**src/rtl/wdt_reset_pulser.sv**
```systemverilog
module wdt_reset_pulser #(
  parameter int PULSE_MS    = 50,
  parameter int SYNC_STAGES = 2
) (
  input  logic       clk,
  input  logic       rst_n,
  input  logic       ms_tick,
  input  logic       wdt_n_in,
  input  logic       pgood,
  input  logic       sys_rst_lvl,
  input  logic       warm_req,
  input  logic       irq_en,
  output logic       pmic_wdt_n,
  output logic       sys_rst_n,
  output logic [1:0] cause
);
  localparam int CW = $clog2(PULSE_MS + 1);
  localparam logic [1:0] CAUSE_WDT  = 2'b01;
  localparam logic [1:0] CAUSE_WARM = 2'b10;

  logic [SYNC_STAGES-1:0] sync_q;
  logic                   prev_q;
  logic                   active_q;
  logic [CW-1:0]          cnt_q;
  logic                   wdt_s, wdt_hit;

  assign pmic_wdt_n = wdt_n_in;
  assign wdt_s      = sync_q[SYNC_STAGES-1];
  assign wdt_hit    = irq_en & pgood & sys_rst_lvl & prev_q & ~wdt_s;
  assign sys_rst_n  = ~active_q;

  always_ff @(posedge clk or negedge rst_n) begin
    if (!rst_n) begin
      sync_q   <= '1;
      prev_q   <= 1'b1;
      active_q <= 1'b0;
      cnt_q    <= '0;
      cause    <= 2'b00;
    end else begin
      sync_q <= {sync_q[SYNC_STAGES-2:0], wdt_n_in};
      prev_q <= wdt_s;
      if (!active_q) begin
        if (wdt_hit || warm_req) begin
          active_q <= 1'b1;
          cnt_q    <= '0;
          cause    <= wdt_hit ? CAUSE_WDT : CAUSE_WARM;
        end
      end else if (ms_tick) begin
        if (cnt_q == CW'(PULSE_MS - 1)) begin
          active_q <= 1'b0;
          cnt_q    <= '0;
        end else begin
          cnt_q <= cnt_q + 1'b1;
        end
      end
    end
  end
endmodule

```
**config.mk**
```make
export PLATFORM = sky130hd
export DESIGN_NAME = wdt_reset_pulser
export DESIGN_NICKNAME = d
export VERILOG_FILES = /design/src/rtl/wdt_reset_pulser.sv
export SDC_FILE = /design/constraint.sdc
export NUM_CORES = 1
export LEC_CHECK = 0
export ABC_AREA = 1
export BUFFER_PORTS_ARGS = -buffer_cell sky130_fd_sc_hd__buf_4
export CORE_AREA = 2 2 39 41
export CTS_CLUSTER_SIZE = 40
export DETAILED_ROUTE_END_ITERATION = 8
export DIE_AREA = 0 0 41 43
export HOLD_SLACK_MARGIN = 0.06
export PLACE_DENSITY = 0.7
export SLEW_MARGIN = 15
export SYNTH_ARGS = -nofsm -noshare
export SYNTH_HDL_FRONTEND = slang
export SYNTH_SLANG_ARGS = --single-unit
```
**constraint.sdc**
```tcl
create_clock -name clk -period 3.35 [get_ports clk]
set_clock_uncertainty 0.2 [all_clocks]
set_input_delay 0.1675 -clock clk [delete_from_list [all_inputs] [get_ports clk]]
set_output_delay 0.1675 -clock clk [all_outputs]
set_load 0.02 [all_outputs]
```
# Word-level counts from Yosys, hierarchy flattened
# Cells that the tools add are included.
[classes]
n_addsub = 1
n_reduce_logical = 4
bitwise_logic = 6
eq_ne = 2
mux = 9
[op_table]
columns = ["cell", "n"]
rows = [
  ["$mux 6", 4],
  ["$add 6x1->6 const B", 1],
  ["$eq 6x6->1 const B", 1],
  ["$and 1x1->1", 4],
  ["$mux 1", 4],
  ["$reduce_and 2->1", 2],
  ["$mux 2", 1],
  ["$ne 2x2->1 const B", 1],
  ["$not 1->1", 2],
  ["$reduce_bool 2->1", 1],
  ["$logic_or 1x1->1", 1],
]
[word_totals]
reg_bits = 12
inputBits = 8
output_inout_bits = 4
elab_cells = 27

# Depth between registers and ports, before layout
# Gate-level depths: netlist of run 1.
[depth]
word_depth = 7
depth_mapped = 7

# Worst setup path after synthesis of run 1
# No wires, ideal clock.
[synth_timing]
kind = "reg-to-reg"
from = "register cnt_q[1]"
to = "register active_q"
path_buffers = 0
path_slack_ps = 2071
stages_incl_launch_ff = 8
arrival_time_ps = 951
setup_time_ps = 128
required_time_ps = 3022
path_cell_list = "dfrtp_1 > inv_1 > ha_1 > nand3_1 > nor2_2 > nand2_1 > nand2_1 > nand3_1"
[synth_between]
elab_chain_len = 4
[synth_rtl]
columns = ["item", "line", "rtl"]
rows = [
  ["start: declaration", "24", "logic [CW-1:0] cnt_q;"],
  ["start signal: assignment", "53", "cnt_q <= cnt_q + 1'b1;"],
  ["$eq 6x6->1", "49", "if (cnt_q == CW'(PULSE_MS - 1)) begin"],
  ["$mux 1", "49", ""],
  ["$mux 1", "48", "end else if (ms_tick) begin"],
  ["$mux 1", "42", "if (!active_q) begin"],
  ["end signal: assignment", "36", "active_q <= 1'b0;"],
  ["end signal: assignment", "44", "active_q <= 1'b1;"],
  ["end signal: assignment", "50", "active_q <= 1'b0;"],
  ["end: declaration", "23", "logic active_q;"],
]
# No other way between the ends.
# A chain may end at the register's enable or synchronous reset.

# Worst setup path in the final report of run 1
# Same ends and word-level chain as after synthesis.

==> impl_metrics.csv, run 1 <==
group,metric,value,unit
min_path,hp-class,"input pin to register",
synthesis,yosysSeqAreaShare,47.9,%
setup_path,crit_path_end_kind,"register",
cts,cts_max_path_buffers,2,
pwr,ir_worst_vdd,0.365,mV
synthesis,synth.area.top_cells,"dfrtp_1, dfstp_2, nand2_1",
cts,cts_buffers,3,
routing,drt_iter0_drc,8,
floorplan,ios,12,
setup_path,required,3.32,ns
setup_path,start_kind,"register",
cells_and_area,antennaDiodeCount,0,
synthesis,ys_seq_elements,12,
pwr,power,0.000455,W
sta,hold_viol_final,0,
sta,worst_pin_slew,0.264,ns
sta,relSlewSlack,82.4,%
routing,viasPerCell,4.90,
cts,cts_root_buf,"clkbuf_4",
sta,fin_crit,1.98,ns
routing,dr.pass1.iters,4,
sta,layout_setup_ws,1.37,ns
setup_path,cp-startpoint,"cnt_q[1]$_DFFE_PN0P_",
floorplan,chipHeight,43,um
cts,clk_latency,0.28,ns
cts,htree_levels,1,
floorplan,dieArea,1760,um2
run,maxCapViolCount,0,
routing,wl_per_cell,12.2,um
synthesis,yosys_warnings,0,
pwr,cellPowerDensity,551,nW/um2
placed_design,post_dp_cell_area,718,um2
routing,wirelength,1.33,mm
cts,postCtsSetupBuffers,0,
floorplan,start_util,45.8,%
setup_path,crit_arrival,1.94,ns
setup_path,rr_startpoint,"cnt_q[1]$_DFFE_PN0P_",
sta,slew_violations,0,
global_routing,grt_max_degree,10,
synthesis,synth_top_area_share,35.5,%
setup_path,cp_slowest_cell,"dlygate4sd3_1",
global_routing,grt_pass1_wl,2.19,mm
floorplan,floorplan.rows,14,
global_routing,grt_pass1_vias,487,
placed_design,dp_hpwl,879,um
routing,via_count,534,
floorplan,core,1380,um2
synthesis,syn_area,634,um2
sta,hold_ws,0.135,ns
global_routing,grt_use_total,18.7,%
floorplan,die_x,41,um
pwr,p_leak,0.427,nW
global_routing,grt.overflow.total,0,
setup_path,criticalPathCategory,"register to register",
placed_design,portBuffers,11,
placed_design,post-place-ws,1.95,ns
setup_path,path_delay_family,"buffers and inverters",
synthesis,synth_area_per_cell,8.69,um2
synthesis,synth_top_cell_by_area,"dfrtp_1",
synthesis,synth_nets,83,
cells_and_area,nNetsFinal,104,
global_routing,grt_antenna_before_repair,0,
setup_path,path_max_fanout,5,
sta,finalCritPeriodShare,59.0,%
setup_path,cp.depth,8,
run_status,outcome,"finished clean",
sta,setup_viol,0,
cts,ctsHoldBuffers,7,
synthesis,synthCells,73,
setup_path,reg2reg_to,"active_q$_DFF_PN0_",
synthesis,yosysUniqueCellTypes,20,
sta,max_freq,0.506,GHz
cts,clock-sinks,12,
cells_and_area,design_area,825,um2
sta,rsz0062_at_grt,"no",
setup_path,r2r_setup_slack,1.37,ns
cts,cts.clk_slew.worst_paths,0.08,ns
sta,tns,0,ns
cells_and_area,drive_gt1_share,29.0,%
cts,cts_tree,"yes",
setup_path,crit_chain,"inv_1, ha_1, nand3_1, nor2_2, nand2_1, nand2_1, nand3_1, dlygate4sd3_1",
cts,cts_resized,0,
routing,antenna_left,0,
routing,drcViolationCount,0,
placed_design,routabilityCongestion,0.859,
setup_path,cpPeakStageDelay,0.56,ns
cells_and_area,area_delta_synth_final,30.0,%
setup_path,reg2regPathDepth,8,
setup_path,critPathCapture,"active_q$_DFF_PN0_",
setup_path,path_buf_inv,2,
-- synthesized netlist by cell type (all sizes together) --
library cell and n:
dfstp 3, nand3 7, o21bai 1, ha 2, nand4 8, o21ai 1, nand2 22, inv 11
o21a 1, buf 2, xor2 1, dfrtp 9, nor2 5
-- metal layers --
metal | routed length (um) | part of all wire (%) | GRT usage, % | up-vias
met5 | 0 | 0 | 0 | -
met4 | 23 | 1.7 | 10.0 | 0
met3 | 40 | 3.0 | 4.71 | 4
met1 | 639 | 48 | 26.9 | 237
met2 | 623 | 47 | 25.0 | 13
li1 | - | - | - | 280
-- registers in the layout, summed over array words and instances, names as in the netlist --
signal and flops:
cnt_q 6, sync_q 2, cause 2, prev_q 1, active_q 1
-- placed cells by master (no fill, tap or decap) --
master,count
dfstp_2,3
o21ai_0,1
inv_1,8
nor2_4,1
dlygate4sd3_1,7
nor2_1,3
o21a_1,1
o21bai_1,1
clkbuf_4,3
nor2_2,1
xor2_1,1
dfrtp_1,9
nand3_2,2
buf_4,11
nand2_2,1
inv_2,3
nand3_1,5
clkbuf_8,1
nand4_1,8
nand2_4,1
nand2_1,20
ha_1,2
-- per-stage QoR --
step / util [%] / instances
2_1_floorplan: - / 73
3_3_place_gp: 51.9 / 98
3_5_place_dp: 51.9 / 98
4_1_cts: 59.6 / 109
5_1_grt: 59.6 / 109
6_report: 59.6 / 109
-- cell type report --
cell class / count / area, um2
Clock buffer: 4 / 36.3
Fill cell: 129 / 559
Inverter: 11 / 41.3
Multi-Input combinational cell: 48 / 270
Sequential cell: 12 / 304
Tap cell: 16 / 20.0
Timing Repair Buffer: 18 / 153
-- worst min path at each step --
stage                           endpoint   from  depth (start not counted)  slack, ns
floorplan             active_q$_DFF_PN0_  rst_n                          0      -0.33
global placement    cnt_q[2]$_DFFE_PN0P_  rst_n                          1      -0.19
detailed placement  cnt_q[2]$_DFFE_PN0P_  rst_n                          1      -0.18
CTS                 cause[0]$_DFFE_PN0P_  pgood                          5       0.13
global route        cause[0]$_DFFE_PN0P_  pgood                          5       0.15
finish              cause[0]$_DFFE_PN0P_  pgood                          5       0.13
-- kinds of logic (layout without fill, tap and decap cells) --
group | after synthesis | after routing | synth area share (%)
AO/OA/AOI/OAI | 3 | 3 | 3.16
XOR/XNOR | 1 | 1 | 1.38
adder cells (fa/ha/maj) | 2 | 2 | 3.94
buffers and inverters | 13 | 33 | 9.47
AND/OR/NAND/NOR | 42 | 42 | 34.1
flip-flops | 12 | 12 | 47.9
-- where the power goes --
group / internal [W] / switching [W]
clock: 0.0000661 / 0.0000507
sequential: 0.000175 / 0.0000446
combinational: 0.0000559 / 0.0000624
total: 0.000297 / 0.000158
-- tightest hold or removal path: stages --
cell and delay (ns):
buf_4 0.11, inv_1 0.04, nor2_1 0.04, nand3_2 0.16, nand2_1 0.07
Note: power is estimated with default switching activity, not from simulation.
==> run 2: changes to the inputs <==
==> constraint.sdc (replaced) <==
create_clock -name clk -period 1.9 [get_ports clk]
set_clock_uncertainty 0.2 [all_clocks]
set_input_delay 0.095 -clock clk [delete_from_list [all_inputs] [get_ports clk]]
set_output_delay 0.095 -clock clk [all_outputs]
set_load 0.02 [all_outputs]
==> impl_metrics.csv, run 2 (synthesized netlist as in run 1, its figures left out) <==
group,metric,value,unit
pwr,ir_worst_vdd,0.785,mV
global_routing,grt_pass1_wl,2.15,mm
setup_path,reg2regPathDepth,7,
routing,viasPerCell,4.97,
setup_path,rr_startpoint,"cnt_q[1]$_DFFE_PN0P_",
setup_path,cp.depth,7,
global_routing,grt_use_total,18.4,%
sta,max_freq,0.712,GHz
pwr,p_leak,0.421,nW
floorplan,dieArea,1760,um2
setup_path,path_delay_family,"flip-flops",
global_routing,grt.overflow.total,0,
sta,relSlewSlack,71.4,%
routing,wl_met1,594,um
setup_path,reg2reg_to,"active_q$_DFF_PN0_",
cells_and_area,design_area,805,um2
placed_design,portBuffers,11,
min_path,hp-class,"input pin to register",
sta,worst_pin_slew,0.428,ns
cells_and_area,fin_util,58.1,%
sta,rsz0062_at_grt,"no",
cells_and_area,regMostFlops,"cnt_q",
routing,route.met2.wl,613,um
floorplan,die_x,41,um
cts,clk_latency,0.27,ns
cts,cts_buffers,3,
sta,fin_crit,1.40,ns
cells_and_area,final_common_cell,"nand2_1",
setup_path,crit_arrival,1.36,ns
run,maxCapViolCount,0,
setup_path,start_kind,"register",
routing,dr.max_layer_used,"met4",
pwr,cellPowerDensity,986,nW/um2
routing,wl_per_cell,11.9,um
floorplan,chipHeight,43,um
routing,dr.pass1.iters,4,
floorplan,floorplan.rows,14,
routing,wl_met3,46,um
routing,drcViolationCount,0,
setup_path,criticalPathCategory,"register to register",
sta,tns,0,ns
cts,postCtsSetupBuffers,0,
cells_and_area,n_fill_cell,128,
run_status,outcome,"finished clean",
cts,cts.clk_slew.worst_paths,0.08,ns
cts,cts_root_buf,"clkbuf_4",
setup_path,cp-startpoint,"cnt_q[1]$_DFFE_PN0P_",
setup_path,path_max_fanout,5,
cts,cts_tree,"yes",
sta,slew_violations,0,
setup_path,path_buf_inv,1,
cts,cts_resized,0,
cts,cts_max_path_buffers,2,
sta,hold_viol_final,0,
routing,antenna_left,0,
routing,wirelength,1.28,mm
cells_and_area,area_delta_synth_final,26.8,%
cells_and_area,top_regs,"cnt_q: 6 flops, cause: 2 flops, sync_q: 2 flops",
min_path,min_from,"pgood",
global_routing,grt_antenna_before_repair,0,
setup_path,cp_slowest_cell,"dfrtp_1",
setup_path,r2r_setup_slack,0.50,ns
setup_path,required,1.85,ns
cells_and_area,largest_register_ffs,6,
cells_and_area,antennaDiodeCount,0,
cts,htree_levels,1,
placed_design,dp_hpwl,877,um
global_routing,grt_pass1_vias,474,
routing,via_count,532,
cts,ctsHoldBuffers,5,
routing,drt_iter0_drc,5,
sta,setup_viol,0,
sta,finalCritPeriodShare,73.9,%
setup_path,crit_path_end_kind,"register",
floorplan,start_util,45.8,%
setup_path,cpPeakStageDelay,0.43,ns
floorplan,ios,12,
setup_path,critPathCapture,"active_q$_DFF_PN0_",
placed_design,routabilityCongestion,0.860,
cts,clock-sinks,12,
setup_path,crit_chain,"inv_1, ha_1, nand3_1, nor2_2, nand2_1, nand2_1, nand3_1",
cells_and_area,drive_gt1_share,29.7,%
cells_and_area,final_cell_mix,"nand2_1, buf_4, dfrtp_1",
floorplan,core,1380,um2
global_routing,grt_max_degree,10,
cells_and_area,nNetsFinal,102,
placed_design,post_dp_cell_area,718,um2
[run 2: cell types whose count changed in the layout (fill, tap and decap cells not counted), sizes merged]
cell	change
dlygate4sd3	-2
[run 2: worst min-delay path, delay by kind of cell]
family        cells  cell delay [ns]
buf+inv           2             0.15
simple gates      3             0.25
[run 2: layout make-up]
type / count / area (um2) / share of cell area (%)
Multi-Input combinational cell: 48 / 270 / 33.6
Inverter: 11 / 41.3 / 5.13
Tap cell: 16 / 20.0 / 2.49
Sequential cell: 12 / 304 / 37.8
Timing Repair Buffer: 16 / 133 / 16.5
Clock buffer: 4 / 36.3 / 4.51
[run 2: layer usage]
layer | GRT usage, % | vias up
met5 | 0 | -
met4 | 10.0 | 0
met3 | 4.71 | 4
met2 | 24.1 | 13
met1 | 26.9 | 241
li1 | - | 274
[run 2: worst min path at each step]
stage / to / slack, ns / cells past startpoint
after floorplan: active_q$_DFF_PN0_ / -0.40 / 0
after global placement: cnt_q[2]$_DFFE_PN0P_ / -0.26 / 1
after detailed placement: cnt_q[2]$_DFFE_PN0P_ / -0.26 / 1
after CTS: cause[0]$_DFFE_PN0P_ / 0.07 / 5
after global routing: cause[0]$_DFFE_PN0P_ / 0.08 / 5
final: cause[0]$_DFFE_PN0P_ / 0.06 / 5
[run 2: metrics by stage]
step	total power (W)	instances	setup slack (ns)	hold WS, ns
finish	0.000793	107	0.496	0.0633
CTS	0.000796	107	0.486	0.0677
floorplan	0.000536	73	0.621	-0.401
global placement	0.000575	98	0.554	-0.260
detailed placement	0.000583	98	0.504	-0.259
global route	0.000856	107	0.380	0.0850
[run 2: power breakdown]
part | switching (W) | internal (W) | leakage, nW
Combinational | 0.000109 | 0.0000947 | 0.257
Sequential | 0.0000796 | 0.000308 | 0.143
Clock | 0.0000854 | 0.000116 | 0.0210
Total | 0.000274 | 0.000519 | 0.421
